`src/rtl/trace_stim_pkg.sv`:
```
package trace_stim_pkg;
  localparam int unsigned PORT_W   = 5;
  localparam int unsigned N_PORTS  = 1 << PORT_W;
  localparam int unsigned N_GROUPS = N_PORTS / 8;
  localparam int unsigned ADDR_W   = PORT_W + 1;
  localparam int unsigned ID_W     = 7;

  localparam logic [ADDR_W-1:0] ADDR_PEN  = ADDR_W'(N_PORTS + 0);
  localparam logic [ADDR_W-1:0] ADDR_GRP  = ADDR_W'(N_PORTS + 1);
  localparam logic [ADDR_W-1:0] ADDR_CTRL = ADDR_W'(N_PORTS + 2);
  localparam logic [ADDR_W-1:0] ADDR_LOCK = ADDR_W'(N_PORTS + 3);

  localparam logic [31:0] UNLOCK_KEY = 32'hC5AC_CE55;

  typedef enum logic [1:0] {
    SZ_BYTE = 2'b01,
    SZ_HALF = 2'b10,
    SZ_WORD = 2'b11
  } size_code_e;

  typedef struct packed {
    logic [PORT_W-1:0] port;
    size_code_e        size;
    logic [31:0]       data;
  } stim_entry_t;

  function automatic logic [2:0] payload_len(size_code_e c);
    case (c)
      SZ_BYTE: return 3'd1;
      SZ_HALF: return 3'd2;
      default: return 3'd4;
    endcase
  endfunction
endpackage

```
`src/rtl/tsu_regs.sv`:
```
module tsu_regs
  import trace_stim_pkg::*;
(
  input  logic              clk_i,
  input  logic              rst_ni,
  input  logic [ADDR_W-1:0] addr_i,
  input  logic [31:0]       wdata_i,
  input  logic [1:0]        size_i,
  input  logic              we_i,
  input  logic              fifo_full_i,
  output logic [31:0]       rdata_o,
  output logic              push_o,
  output stim_entry_t       entry_o,
  output logic              unlocked_o,
  output logic [N_PORTS-1:0] pen_o,
  output logic              en_o,
  output logic              sync_o,
  output logic [ID_W-1:0]   id_o
);
  logic                unlocked_q;
  logic [N_PORTS-1:0]  pen_q;
  logic [N_GROUPS-1:0] grp_q;
  logic                en_q, sync_q;
  logic [ID_W-1:0]     id_q;

  logic              is_stim;
  logic [PORT_W-1:0] port;
  logic              port_open;

  assign is_stim   = ~addr_i[ADDR_W-1];
  assign port      = addr_i[PORT_W-1:0];
  assign port_open = pen_q[port] & grp_q[port[PORT_W-1:3]];

  always_ff @(posedge clk_i or negedge rst_ni) begin
    if (!rst_ni) begin
      unlocked_q <= 1'b0;
      pen_q      <= '0;
      grp_q      <= '0;
      en_q       <= 1'b0;
      sync_q     <= 1'b0;
      id_q       <= '0;
    end else if (we_i) begin
      case (addr_i)
        ADDR_LOCK: unlocked_q <= (wdata_i == UNLOCK_KEY);
        ADDR_PEN:  if (unlocked_q) pen_q <= wdata_i[N_PORTS-1:0];
        ADDR_GRP:  if (unlocked_q) grp_q <= wdata_i[N_GROUPS-1:0];
        ADDR_CTRL: if (unlocked_q) begin
          en_q   <= wdata_i[0];
          sync_q <= wdata_i[2];
          id_q   <= wdata_i[16 +: ID_W];
        end
        default: ;
      endcase
    end
  end

  assign push_o = we_i & is_stim & en_q & (id_q != '0) & port_open & ~fifo_full_i;

  always_comb begin
    entry_o.port = port;
    entry_o.data = wdata_i;
    case (size_i)
      2'd0:    entry_o.size = SZ_BYTE;
      2'd1:    entry_o.size = SZ_HALF;
      default: entry_o.size = SZ_WORD;
    endcase
  end

  always_comb begin
    rdata_o = '0;
    if (is_stim) begin
      rdata_o[0] = ~fifo_full_i;
    end else begin
      case (addr_i)
        ADDR_PEN:  rdata_o[N_PORTS-1:0] = pen_q;
        ADDR_GRP:  rdata_o[N_GROUPS-1:0] = grp_q;
        ADDR_CTRL: begin
          rdata_o[0]          = en_q;
          rdata_o[2]          = sync_q;
          rdata_o[16 +: ID_W] = id_q;
        end
        ADDR_LOCK: rdata_o[0] = unlocked_q;
        default: ;
      endcase
    end
  end

  assign unlocked_o = unlocked_q;
  assign pen_o      = pen_q;
  assign en_o       = en_q;
  assign sync_o     = sync_q;
  assign id_o       = id_q;
endmodule

```
`src/rtl/tsu_fifo.sv`:
```
module tsu_fifo #(
  parameter int unsigned WIDTH = 39,
  parameter int unsigned DEPTH = 4
) (
  input  logic             clk_i,
  input  logic             rst_ni,
  input  logic             push_i,
  input  logic [WIDTH-1:0] wdata_i,
  input  logic             pop_i,
  output logic [WIDTH-1:0] rdata_o,
  output logic             full_o,
  output logic             empty_o
);
  localparam int unsigned PTR_W = (DEPTH > 1) ? $clog2(DEPTH) : 1;
  localparam int unsigned CNT_W = $clog2(DEPTH + 1);
  localparam logic [PTR_W-1:0] LAST = PTR_W'(DEPTH - 1);

  logic [WIDTH-1:0] mem_q [DEPTH];
  logic [PTR_W-1:0] wr_q, rd_q;
  logic [CNT_W-1:0] cnt_q;
  logic             do_push, do_pop;

  assign full_o  = (cnt_q == CNT_W'(DEPTH));
  assign empty_o = (cnt_q == '0);
  assign do_push = push_i & ~full_o;
  assign do_pop  = pop_i & ~empty_o;
  assign rdata_o = mem_q[rd_q];

  always_ff @(posedge clk_i) begin
    if (do_push) mem_q[wr_q] <= wdata_i;
  end

  always_ff @(posedge clk_i or negedge rst_ni) begin
    if (!rst_ni) begin
      wr_q  <= '0;
      rd_q  <= '0;
      cnt_q <= '0;
    end else begin
      if (do_push) wr_q <= (wr_q == LAST) ? '0 : wr_q + 1'b1;
      if (do_pop)  rd_q <= (rd_q == LAST) ? '0 : rd_q + 1'b1;
      case ({do_push, do_pop})
        2'b10:   cnt_q <= cnt_q + 1'b1;
        2'b01:   cnt_q <= cnt_q - 1'b1;
        default: ;
      endcase
    end
  end
endmodule

```
`src/rtl/tsu_serializer.sv`:
```
module tsu_serializer
  import trace_stim_pkg::*;
#(
  parameter int unsigned SYNC_PERIOD = 256
) (
  input  logic        clk_i,
  input  logic        rst_ni,
  input  logic        sync_en_i,
  input  logic        fifo_empty_i,
  input  stim_entry_t fifo_rdata_i,
  output logic        pop_o,
  input  logic        ready_i,
  output logic        valid_o,
  output logic [7:0]  data_o
);
  localparam int unsigned CNT_W = $clog2(SYNC_PERIOD + 1);
  localparam logic [CNT_W-1:0] PERIOD = CNT_W'(SYNC_PERIOD);
  localparam logic [2:0] SYNC_LAST = 3'd5;

  logic        busy_q, is_sync_q;
  logic [2:0]  idx_q;
  stim_entry_t cur_q;
  logic [CNT_W-1:0] since_q;

  logic       sync_due, load_sync, xfer;
  logic [2:0] last_idx;

  assign sync_due  = sync_en_i & (since_q >= PERIOD);
  assign load_sync = ~busy_q & sync_due;
  assign pop_o     = ~busy_q & ~sync_due & ~fifo_empty_i;
  assign xfer      = busy_q & ready_i;
  assign last_idx  = is_sync_q ? SYNC_LAST : payload_len(cur_q.size);
  assign valid_o   = busy_q;

  always_comb begin
    if (is_sync_q) begin
      data_o = (idx_q == SYNC_LAST) ? 8'h80 : 8'h00;
    end else begin
      case (idx_q)
        3'd0:    data_o = {cur_q.port, 1'b0, cur_q.size};
        3'd1:    data_o = cur_q.data[7:0];
        3'd2:    data_o = cur_q.data[15:8];
        3'd3:    data_o = cur_q.data[23:16];
        default: data_o = cur_q.data[31:24];
      endcase
    end
  end

  always_ff @(posedge clk_i or negedge rst_ni) begin
    if (!rst_ni) begin
      busy_q    <= 1'b0;
      is_sync_q <= 1'b0;
      idx_q     <= '0;
      cur_q     <= '0;
    end else if (load_sync) begin
      busy_q    <= 1'b1;
      is_sync_q <= 1'b1;
      idx_q     <= '0;
    end else if (pop_o) begin
      busy_q    <= 1'b1;
      is_sync_q <= 1'b0;
      idx_q     <= '0;
      cur_q     <= fifo_rdata_i;
    end else if (xfer) begin
      if (idx_q == last_idx) busy_q <= 1'b0;
      else                   idx_q  <= idx_q + 1'b1;
    end
  end

  // bytes sent since sync enable or since the last marker began, saturating
  always_ff @(posedge clk_i or negedge rst_ni) begin
    if (!rst_ni)                            since_q <= '0;
    else if (!sync_en_i || load_sync)       since_q <= '0;
    else if (xfer && since_q != PERIOD)     since_q <= since_q + 1'b1;
  end
endmodule

```
`src/rtl/trace_stim_unit.sv`:
```
module trace_stim_unit
  import trace_stim_pkg::*;
#(
  parameter int unsigned FIFO_DEPTH  = 4,
  parameter int unsigned SYNC_PERIOD = 256
) (
  input  logic              clk_i,
  input  logic              rst_ni,
  input  logic [ADDR_W-1:0] bus_addr_i,
  input  logic [31:0]       bus_wdata_i,
  input  logic [1:0]        bus_size_i,
  input  logic              bus_we_i,
  output logic [31:0]       bus_rdata_o,
  output logic [7:0]        trc_data_o,
  output logic              trc_valid_o,
  input  logic              trc_ready_i,
  output logic [ID_W-1:0]   trc_id_o
);
  localparam int unsigned ENTRY_W = $bits(stim_entry_t);

  logic               stim_push, fifo_pop, fifo_full, fifo_empty;
  stim_entry_t        push_entry, head_entry;
  logic               cfg_unlocked, cfg_en, cfg_sync;
  logic [N_PORTS-1:0] cfg_pen;

  tsu_regs u_regs (
    .clk_i      (clk_i),
    .rst_ni     (rst_ni),
    .addr_i     (bus_addr_i),
    .wdata_i    (bus_wdata_i),
    .size_i     (bus_size_i),
    .we_i       (bus_we_i),
    .fifo_full_i(fifo_full),
    .rdata_o    (bus_rdata_o),
    .push_o     (stim_push),
    .entry_o    (push_entry),
    .unlocked_o (cfg_unlocked),
    .pen_o      (cfg_pen),
    .en_o       (cfg_en),
    .sync_o     (cfg_sync),
    .id_o       (trc_id_o)
  );

  tsu_fifo #(.WIDTH(ENTRY_W), .DEPTH(FIFO_DEPTH)) u_fifo (
    .clk_i  (clk_i),
    .rst_ni (rst_ni),
    .push_i (stim_push),
    .wdata_i(push_entry),
    .pop_i  (fifo_pop),
    .rdata_o(head_entry),
    .full_o (fifo_full),
    .empty_o(fifo_empty)
  );

  tsu_serializer #(.SYNC_PERIOD(SYNC_PERIOD)) u_ser (
    .clk_i       (clk_i),
    .rst_ni      (rst_ni),
    .sync_en_i   (cfg_en & cfg_sync),
    .fifo_empty_i(fifo_empty),
    .fifo_rdata_i(head_entry),
    .pop_o       (fifo_pop),
    .ready_i     (trc_ready_i),
    .valid_o     (trc_valid_o),
    .data_o      (trc_data_o)
  );
endmodule

```
`config.mk`:
```
export PLATFORM = sky130hd
export DESIGN_NAME = trace_stim_unit
export DESIGN_NICKNAME = d
export VERILOG_FILES = /design/src/rtl/trace_stim_pkg.sv /design/src/rtl/tsu_regs.sv /design/src/rtl/tsu_fifo.sv /design/src/rtl/tsu_serializer.sv /design/src/rtl/trace_stim_unit.sv
export SDC_FILE = /design/constraint.sdc
export NUM_CORES = 1
export LEC_CHECK = 0
export BUFFER_PORTS_ARGS = -buffer_cell sky130_fd_sc_hd__buf_2
export CELL_PAD_IN_SITES_DETAIL_PLACEMENT = 0
export CELL_PAD_IN_SITES_GLOBAL_PLACEMENT = 2
export CORE_ASPECT_RATIO = 0.5
export CORE_MARGIN = 5
export CORE_UTILIZATION = 40
export CTS_CLUSTER_DIAMETER = 80
export DETAILED_ROUTE_END_ITERATION = 10
export PLACE_DENSITY_LB_ADDON = 0.1
export SLEW_MARGIN = 10
export SYNTH_ARGS = -nofsm -noshare
export SYNTH_HDL_FRONTEND = slang
export SYNTH_SLANG_ARGS = --single-unit
```
`constraint.sdc`:
```
create_clock -name clk_i -period 5.8 [get_ports clk_i]
set_clock_uncertainty 0.15 [all_clocks]
set_input_delay 0 -clock clk_i [delete_from_list [all_inputs] [get_ports clk_i]]
set_output_delay 0 -clock clk_i [all_outputs]
set_load 0.01 [all_outputs]
```
; ---- Yosys cells after proc, flatten, opt, wreduce, memory -nomap -nowiden
; Memory sizes are Yosys's and may differ from the RTL's. A register that Yosys moved wholly into a read port is not among the register bits.
; Cells that the tools add are included.
[classes]
n_bitwise = 20
n_lt_le_gt_ge = 3
mul = 0
n_mux = 36
div_mod_pow = 0
add_sub_neg = 6
shifts = 0
n_reduce_logical = 20
n_eq_ne = 20
[ops]
columns = cell, count
row1 = $eq A32 B32 Y1 const B, 1
row2 = $pmux W8 S4, 1
row3 = $mux W31, 1
row4 = $mux W9, 3
row5 = $eq A6 B6 Y1 const B, 4
row6 = $mux W8, 2
row7 = $mux W3, 5
row8 = $and A1 B1 Y1, 14
row9 = $pmux W7 S2, 1
row10 = $mux W12, 1
row11 = $pmux W3 S2, 2
row12 = $mux W1, 11
row13 = $add A9 B1 Y9 const B, 1
row14 = $ge A9 B9 Y1 const B, 1
row15 = $ne A9 B9 Y1 const B, 1
row16 = $reduce_and A3 Y1, 3
row17 = $eq A2 B2 Y1 const B, 4
row18 = $reduce_and A2 Y1, 4
row19 = $reduce_bool A7 Y1, 1
row20 = $add A3 B1 Y3 const B, 2
row21 = $eq A2 B1 Y1 const B, 3
row22 = $eq A3 B2 Y1 const B, 2
row23 = $eq A3 B3 Y1 const B, 2
row24 = $logic_not A3 Y1, 2
row25 = other kinds (21), 33
[word_totals]
latchBits = 0
input_bits = 44
out_inout_bits = 48
wordCells = 119
register_bits = 67
ram_bits = 156
mem_count = 1
rom_bits = 0
[memory_table]
columns = memory, depth, word_bits, rd, rd_clocked_by_memory_dff, write_ports, line_no
row1 = u_fifo.mem_q, 4, 39, 1, 1, 1, tsu_fifo.sv:18  ; logic [WIDTH-1:0] mem_q [DEPTH];

; ---- Depth between registers and ports, before layout
; Gate-level depths: netlist of run 1.
[depth]
word_depth = 9
mapped_depth = 13
mapped_depth_nobuf = 11

; ---- By module
; From an unflattened synthesis of run 1, not the netlist that was laid out.
[unflattened]
hier_cells = 721
hier_area_um2 = 11715.0
[modules_own_cells]
columns = mod, cells_each, instances, area_each_um2, seq_area_each_um2
row1 = tsu_fifo, 244, 1, 6124.6, 4859.7
row2 = tsu_regs, 242, 1, 2884.0, 1151.1
row3 = tsu_serializer, 234, 1, 2700.1, 1326.3
row4 = trace_stim_unit, 1, 1, 6.3, 0.0

; ---- Worst setup path after synthesis of run 1
; OpenSTA, ideal clock, no wires.
[synth_timing]
path_kind = register to register
from = reg u_regs.pen_q[9] (netlist: u_regs.pen_o[9])
to = mem u_fifo.mem_q[3][0], enable pin
setup_time_ns = 0.400
path_slack_ns = 2.914
t_required_ns = 5.250
synth_period_minus_slack_ns = 2.886
n_path_buf = 0
arrival_ns = 2.336
path_stages_with_launch = 6
path_cell_list = dfrtp_1 > mux4_2 > nor3_1 > or4_4 > o22ai_4 > and2_1
[synth_between]
elab_chain_len = 8
[synth_lines]
columns = element, line_no
row1 = "start, declared", tsu_regs.sv:21  ; logic [N_PORTS-1:0] pen_q;
row2 = "start signal, assigned", tsu_regs.sv:45  ; ADDR_PEN: if (unlocked_q) pen_q <= wdata_i[N_PORTS-1:0];
row3 = $bmux W1 S5, tsu_regs.sv:32  ; assign port_open = pen_q[port] & grp_q[port[PORT_W-1:3]];
row4 = $mux W1 (implied by the code), tsu_regs.sv:32
row5 = $and A1 B1 Y1, tsu_regs.sv:32
row6 = $and A1 B1 Y1 (2 in a row), tsu_regs.sv:57  ; assign push_o = we_i & is_stim & en_q & (id_q != '0) & port_open & ~fifo_full_i;
row7 = $and A1 B1 Y1, tsu_fifo.sv:25  ; assign do_push = push_i & ~full_o;
row8 = $mux W1, tsu_fifo.sv:30  ; if (do_push) mem_q[wr_q] <= wdata_i;
row9 = $mux W1 (implied by the code), tsu_fifo.sv:30
row10 = "end, declared", tsu_fifo.sv:18
; No other way between the ends. The select of a mux whose other input is x is not followed.

; ---- Worst setup path in the final report of run 1
[layout_timing]
from = reg u_ser.idx_q[0]
to = out trc_data_o[7]
[layout_between]
elab_chain_len = 3
word_cells_on_any_way = 8
cone_classes = 4 x eq/ne / 3 x mux / 1 x reduce/logical
[layout_lines]
columns = element, line_no
row1 = "start, declared", tsu_serializer.sv:21  ; logic [2:0] idx_q;
row2 = "start signal, assigned", tsu_serializer.sv:66  ; else idx_q <= idx_q + 1'b1;
row3 = $eq A3 B2 Y1 (tied with other cells), tsu_serializer.sv:39  ; case (idx_q)
row4 = $pmux W8 S4 or $mux W8 (tied branches), "tsu_serializer.sv:39, tsu_serializer.sv:37"
row5 = $mux W8 *, tsu_serializer.sv:36  ; if (is_sync_q) begin
row6 = "end, declared", trace_stim_unit.sv:14  ; output logic [7:0] trc_data_o,
; Every way passes the cells marked *; elsewhere a longest branch is shown, timed or not.

==> results.txt, run 1 <==
synth unique cells -> 56
total standard cell area after synthesis -> 0.01116 mm^2
CTS resizes -> 0
internal power consumption -> 2.964 mW
clock tree root driver cell -> sky130_fd_sc_hd__clkbuf_16
post-synthesis to final-layout area growth -> 19.21%
ant diodes -> 0
Data required, critical path -> 5.65 ns
number of cells produced by synthesis -> 658
count of warnings emitted by yosys -> 0
part of the power in the clock network -> 40.6%
Logic pwr share -> 7.0%
capturing point of the worst reg2reg path -> u_fifo.cnt_q[2]$_DFFE_PN0P_
cell row count -> 43
Post-synth ARST share -> 40.46%
hold wc startpoint -> bus_wdata_i[4]
TritonCTS buffer count -> 24
Peak Freq -> 0.3101 GHz
die span in x -> 246.2 um
setup repair after global routing missed its margin -> no
Via density -> 5.241
switching power of the nets -> 900.4 uW
final setup violation count -> 0
tightest slew margin relative to the limit -> 32.80%
pin count of the biggest net entering global routing -> 66
cell at the slowest stage of the critical path -> sky130_fd_sc_hd__a21oi_1
outcome -> complete, no violations
length of the first detailed-routing pass in iterations -> 6
# Max-Cap Violations -> 0
Vias -> 6300
buffer and inverter count on the worst path -> 2
smallest hold slack -> 0.1304 ns
total power -> 3.865 mW
power density over the cells -> 290.5 mW/mm^2
delay of the slowest cell on the worst path -> 0.61 ns
CP Capture Type -> output port
kind of start point of the critical path -> flip-flop
endpoint of the worst hold-timing path -> u_fifo.mem_q[2][4]$_DFFE_PP_
CTS tree -> yes
global-route wire length before repair -> 42.45 mm
DRC violations left -> 0
Mapped Nets -> 718
routability congestion estimate -> 0.7175
Clock Path Buffers -> 3
depth of the worst register-to-register path -> 11
# nets final -> 862
average routed wire per standard cell -> 22.75 um
io pins -> 92
worst setup slack for register-to-register paths -> 2.90 ns
class of the most critical setup path -> reg2out
post-synthesis sequential area ratio -> 65.75%
number of DRC violations after detailed-routing iteration 0 -> 401
number of global-route vias before repair -> 6638
kind of cell adding the most delay to the critical path -> compound AO/OA/AOI/OAI gates
total overflow reported by the global router -> 0
cts-stage hold buffer count -> 49
total wire length -> 27.34 mm
height of the die -> 128.1 um
Yosys reg bits -> 262
Tmin final -> 3.225 ns
# fillers -> 2406
multi-input gate area in the final layout -> 0.003612 mm^2
number of antenna violations at the first check in global routing -> 0
clock slew seen by the registers of the worst setup and hold paths -> 0.06 ns
layout cell share with drive strength beyond 1 -> 34.27%
transition time at the pin with the least slew margin -> 1.000 ns
total number of clock tree sinks -> 262
Max IR drop VDD -> 0.0001868 V
DIE AREA -> 0.03154 mm^2
postcts setup bufs -> 0
area of the core -> 0.02760 mm^2
count of nets left with antenna violations after detail routing -> 0
switch share -> 23.30%
dominant register cell in the synthesized netlist -> sky130_fd_sc_hd__edfxtp_1
final-report hold violation count -> 0
number of stages on the worst hold path -> 2
effective utilization at floorplan -> 40.43%
total area of sequential cells -> 0.007338 mm^2
Detailed Place HPWL -> 17.57 mm
Crit Path Max Fanout -> 9
level count of the clock H-tree -> 1
path type of the worst min-delay path -> in2reg
Post-Synthesis Mean Instance Area -> 16.96 um^2
GRT Total Usage -> 17.75%
portion of total power attributed to sequential cells -> 52.4%
Leakage -> 5.325 nW
Final Core Density -> 48.19%
clock insertion delay at the later pin of the skew report -> 0.53 ns
count of final max-slew check failures -> 0
Reg2Reg Launch Point -> u_regs.pen_o[18]$_DFFE_PN0P_
data arrival at the endpoint of the critical path -> 3.07 ns
critical path cell sequence -> inv_1 > ha_1 > or3_1 > a21oi_1 > a221oi_1 > o21ai_0 > buf_2
Post-synth EDFFs -> 156
Total Neg Setup Slack -> 0 ns
count of input and output buffers -> 91
Period Utilization, post-route -> 55.60%
-- cell type report --
class | instances | area share, %
flip-flops and latches | 262 | 55.17
clock buffers | 33 | 4.929
multi-input cells | 346 | 27.16
clock inverters | 11 | 0.7901
inverters | 17 | 0.4797
well taps | 382 | 3.593
repair buffers | 151 | 7.883
-- worst max-delay path by stage --
stage	slack (ns)	endpoint	cells past startpoint	from
2_1_floorplan	2.91	u_fifo.mem_q[3][0]$_DFFE_PP_	5	u_regs.pen_o[9]$_DFFE_PN0P_
3_3_place_gp	2.66	u_fifo.cnt_q[2]$_DFFE_PN0P_	12	bus_addr_i[1]
3_5_place_dp	2.66	u_fifo.cnt_q[2]$_DFFE_PN0P_	12	bus_addr_i[1]
4_1_cts	2.51	trc_data_o[7]	7	u_ser.idx_q[0]$_DFFE_PN0P_
5_1_grt	2.29	trc_data_o[7]	7	u_ser.idx_q[0]$_DFFE_PN0P_
6_report	2.58	trc_data_o[7]	7	u_ser.idx_q[0]$_DFFE_PN0P_
-- power by group through the flow --
stage               registers (mW)  logic (mW)  clock network, mW
finish                        2.03       0.269               1.57
global route                  2.03       0.300               1.70
CTS                           2.03       0.269               1.61
detailed placement            2.06       0.242                  0
global placement              2.07       0.240                  0
floorplan                     2.05       0.132                  0
-- synth_stat cells, types with 9 or more instances --
master	number	area (um^2)
sky130_fd_sc_hd__edfxtp_1	156	4684
sky130_fd_sc_hd__dfrtp_1	106	2653
sky130_fd_sc_hd__mux2_2	84	945.9
sky130_fd_sc_hd__mux4_2	45	1013
sky130_fd_sc_hd__nor2_1	33	123.9
sky130_fd_sc_hd__and2_1	27	168.9
sky130_fd_sc_hd__clkbuf_1	17	63.81
sky130_fd_sc_hd__inv_1	17	63.81
sky130_fd_sc_hd__nand2_1	16	60.06
sky130_fd_sc_hd__ha_1	15	187.7
sky130_fd_sc_hd__mux2i_1	10	100.1
sky130_fd_sc_hd__nand3_1	9	45.04
-- routing by layer --
metal | global-route usage (%) | share of wire, % | vias up
met5 | 0 | 0 | -
li1 | - | - | 2848
met2 | 26.12 | 43 | 132
met1 | 27.56 | 51 | 3293
met3 | 4.292 | 5.3 | 27
met4 | 2.425 | 1.2 | 0
-- kinds of logic after synthesis --
family | count (synthesis) | synth area share, %
AO/OA/AOI/OAI | 50 | 3.790
XOR/XNOR | 13 | 1.020
adder cells (fa/ha/maj) | 16 | 1.861
buffers and inverters | 50 | 2.018
flip-flops | 262 | 65.75
multiplexers | 147 | 19.63
AND/OR/NAND/NOR | 120 | 5.921
-- registers in the layout (all words and copies together), names as in the netlist --
register and count:
u_regs.id_o 7, u_ser.is_sync_q 1, u_ser.idx_q 3, u_fifo.cnt_q 3, u_regs.grp_q 4, u_regs.unlocked_o 1
u_fifo.rd_q 2, u_regs.pen_o 32, u_regs.sync_o 1, u_regs.en_o 1, u_ser.since_q 9, u_fifo.mem_q 156
u_ser.cur_q 39, u_ser.valid_o 1, u_fifo.wr_q 2
-- placed cells by master (no fill, tap or decap), types with 7 or more instances in the layout --
master / count
sky130_fd_sc_hd__buf_4: 12
sky130_fd_sc_hd__mux2i_1: 10
sky130_fd_sc_hd__dlygate4sd3_1: 48
sky130_fd_sc_hd__nand3_1: 9
sky130_fd_sc_hd__and3_1: 7
sky130_fd_sc_hd__mux4_2: 45
sky130_fd_sc_hd__dfrtp_1: 105
sky130_fd_sc_hd__xor2_1: 7
sky130_fd_sc_hd__ha_1: 15
sky130_fd_sc_hd__a222oi_1: 8
sky130_fd_sc_hd__nand2_1: 16
sky130_fd_sc_hd__o21ai_0: 7
sky130_fd_sc_hd__a221oi_1: 8
sky130_fd_sc_hd__buf_2: 90
sky130_fd_sc_hd__and2_1: 23
sky130_fd_sc_hd__mux2_2: 84
sky130_fd_sc_hd__a22o_1: 8
sky130_fd_sc_hd__nor2_1: 33
sky130_fd_sc_hd__inv_1: 17
sky130_fd_sc_hd__clkbuf_1: 8
sky130_fd_sc_hd__clkbuf_16: 25
sky130_fd_sc_hd__edfxtp_1: 156
-- metrics by stage --
stage	instances	worst slack, ns	area (um^2)
after floorplan	658	2.914	11160
after global placement	1109	2.657	12030
after detailed placement	1109	2.656	12030
after CTS	1202	2.514	13300
after global routing	1202	2.288	13300
final	1202	2.575	13300
(Power assumes the default switching activity.)
==> inputs of run 2 (changes only) <==
==> constraint.sdc (replaced) <==
create_clock -name clk_i -period 3.4 [get_ports clk_i]
set_clock_uncertainty 0.15 [all_clocks]
set_input_delay 0 -clock clk_i [delete_from_list [all_inputs] [get_ports clk_i]]
set_output_delay 0 -clock clk_i [all_outputs]
set_load 0.01 [all_outputs]
==> results.txt, run 2 (synthesis results as in run 1) <==
outcome -> complete, no violations
Leakage -> 5.384 nW
placed cells -> 1118
cell row count -> 43
power density over the cells -> 495.4 mW/mm^2
part of the power in the clock network -> 40.8%
source of the critical timing path -> bus_addr_i[2]
max FFs per register -> 156
level count of the clock H-tree -> 1
most frequent standard cell in the layout excluding fill and tap cells -> sky130_fd_sc_hd__edfxtp_1
smallest hold slack -> 0.1358 ns
clock tree root driver cell -> sky130_fd_sc_hd__clkbuf_16
# nets final -> 872
clock slew seen by the registers of the worst setup and hold paths -> 0.07 ns
ant diodes -> 0
setup repair after global routing missed its margin -> no
Period Utilization, post-route -> 88.32%
final-report hold violation count -> 0
total power -> 6.656 mW
tightest slew margin relative to the limit -> 55.63%
path type of the worst min-delay path -> in2reg
height of the die -> 128.1 um
Tmin final -> 3.003 ns
GRT Total Usage -> 17.84%
layout cell share with drive strength beyond 1 -> 35.18%
Data required, critical path -> 3.71 ns
CTS tree -> yes
switch share -> 23.49%
switching power of the nets -> 1.564 mW
Total Neg Setup Slack -> 0 ns
final setup violation count -> 0
# Max-Cap Violations -> 0
DIE AREA -> 0.03154 mm^2
Peak Freq -> 0.3330 GHz
Via density -> 5.228
count of nets left with antenna violations after detail routing -> 0
die span in x -> 246.2 um
total overflow reported by the global router -> 0
class of the most critical setup path -> in2reg
average routed wire per standard cell -> 22.80 um
global-route wire length before repair -> 42.66 mm
Clock Path Buffers -> 3
total wire length -> 27.64 mm
portion of total power attributed to sequential cells -> 51.7%
end point of the critical path -> u_regs.unlocked_o$_DFFE_PN0P_
kind of start point of the critical path -> input port
TritonCTS buffer count -> 25
effective utilization at floorplan -> 40.43%
worst setup slack for register-to-register paths -> 0.44 ns
Logic pwr share -> 7.6%
most used cells in the layout excluding fill and tap cells -> sky130_fd_sc_hd__edfxtp_1, sky130_fd_sc_hd__dfrtp_1, sky130_fd_sc_hd__buf_2, sky130_fd_sc_hd__mux2_2, sky130_fd_sc_hd__dlygate4sd3_1
io pins -> 92
number of non-filler instances in the completed layout -> 1212
internal power consumption -> 5.093 mW
routability congestion estimate -> 0.7178
pin count of the biggest net entering global routing -> 44
count of input and output buffers -> 91
Vias -> 6336
number of DRC violations after detailed-routing iteration 0 -> 503
Crit Path Max Fanout -> 13
length of the first detailed-routing pass in iterations -> 5
Reg2Reg Launch Point -> u_regs.pen_o[19]$_DFFE_PN0P_
transition time at the pin with the least slew margin -> 0.6655 ns
Placed Area -> 0.01216 mm^2
number of antenna violations at the first check in global routing -> 1
Max IR drop VDD -> 0.0003304 V
register ranked first by flip-flop count -> u_fifo.mem_q
clock insertion delay at the later pin of the skew report -> 0.53 ns
total number of clock tree sinks -> 262
data arrival at the endpoint of the critical path -> 3.32 ns
DRC violations left -> 0
number of global-route vias before repair -> 6820
count of final max-slew check failures -> 0
area of the core -> 0.02760 mm^2
Detailed Place HPWL -> 18.01 mm
CP Capture Type -> flip-flop
capturing point of the worst reg2reg path -> u_fifo.cnt_q[2]$_DFFE_PN0P_
post-synthesis to final-layout area growth -> 20.41%
depth of the worst register-to-register path -> 11
Non-Filler Cell Area, Final -> 0.01344 mm^2
-- run 2: cell count changes in the layout (fill, tap and decap cells not counted), sizes merged --
cell / previous run / this run
inv: 17 / 18
buf: 103 / 112
clkinv: 7 / 6
clkbuf: 33 / 34
-- run 2: through the flow --
step	util (%)	setup slack, ns
CTS	48.68	0.4201
detailed placement	44.07	0.4549
global placement	44.07	0.5034
finish	48.68	0.3970
global route	48.68	0.2549
floorplan	-	0.5141
-- run 2: timing repair --
| item | CTS | global route |
|---|---|---|
| hold buffers | 49 | 0 |
| gates resized for setup | 0 | 0 |
| setup buffers | 0 | 0 |
| hold endpoints to repair | 267 | 0 |
-- run 2: power by group through the flow --
stage,clock (mW),sequential (mW),combinational (mW)
6_report,2.71,3.44,0.503
5_1_grt,2.92,3.44,0.566
4_1_cts,2.79,3.44,0.510
3_5_place_dp,0,3.50,0.464
3_3_place_gp,0,3.50,0.459
2_1_floorplan,0,3.50,0.225
-- run 2: final cells by class --
type                       count  area, um^2
fill                        2385       14160
sequential                   262        7338
multi-input combinational    346        3612
timing repair buffer         160        1171
clock buffer                  34       659.4
tap                          382       478.0
clock inverter                11       112.6
inverter                      17       63.81
-- run 2: worst min-delay path by stage --
stage          cells past startpoint                             to  slack, ns       startpoint
6_report                           2   u_fifo.mem_q[2][4]$_DFFE_PP_       0.14   bus_wdata_i[4]
5_1_grt                            2   u_fifo.mem_q[2][4]$_DFFE_PP_       0.13   bus_wdata_i[4]
4_1_cts                            2  u_fifo.mem_q[0][10]$_DFFE_PP_        0.1  bus_wdata_i[10]
3_5_place_dp                       1    u_regs.grp_q[1]$_DFFE_PN0P_       0.01           rst_ni
3_3_place_gp                       1    u_regs.grp_q[3]$_DFFE_PN0P_      0.001           rst_ni
2_1_floorplan                      0    u_fifo.cnt_q[0]$_DFFE_PN0P_      -0.45           rst_ni
-- run 2: routing by layer --
metal / global-route usage, % / up-vias / part of all wire, %
li1: - / 2865 / -
met1: 28.73 / 3314 / 50
met2: 26.11 / 125 / 43
met3: 2.833 / 32 / 5.8
met4: 2.557 / 0 / 1.5
met5: 0 / - / 0
-- run 2: critical path: stages --
cell and delay (ns):
sky130_fd_sc_hd__dlygate4sd3_1 0.53, sky130_fd_sc_hd__buf_2 0.25, sky130_fd_sc_hd__nor4b_4 0.42, sky130_fd_sc_hd__dlygate4sd3_1 0.60, sky130_fd_sc_hd__nand4_1 0.10, sky130_fd_sc_hd__dlygate4sd3_1 0.59
sky130_fd_sc_hd__o31ai_1 0.23, sky130_fd_sc_hd__dlygate4sd3_1 0.57
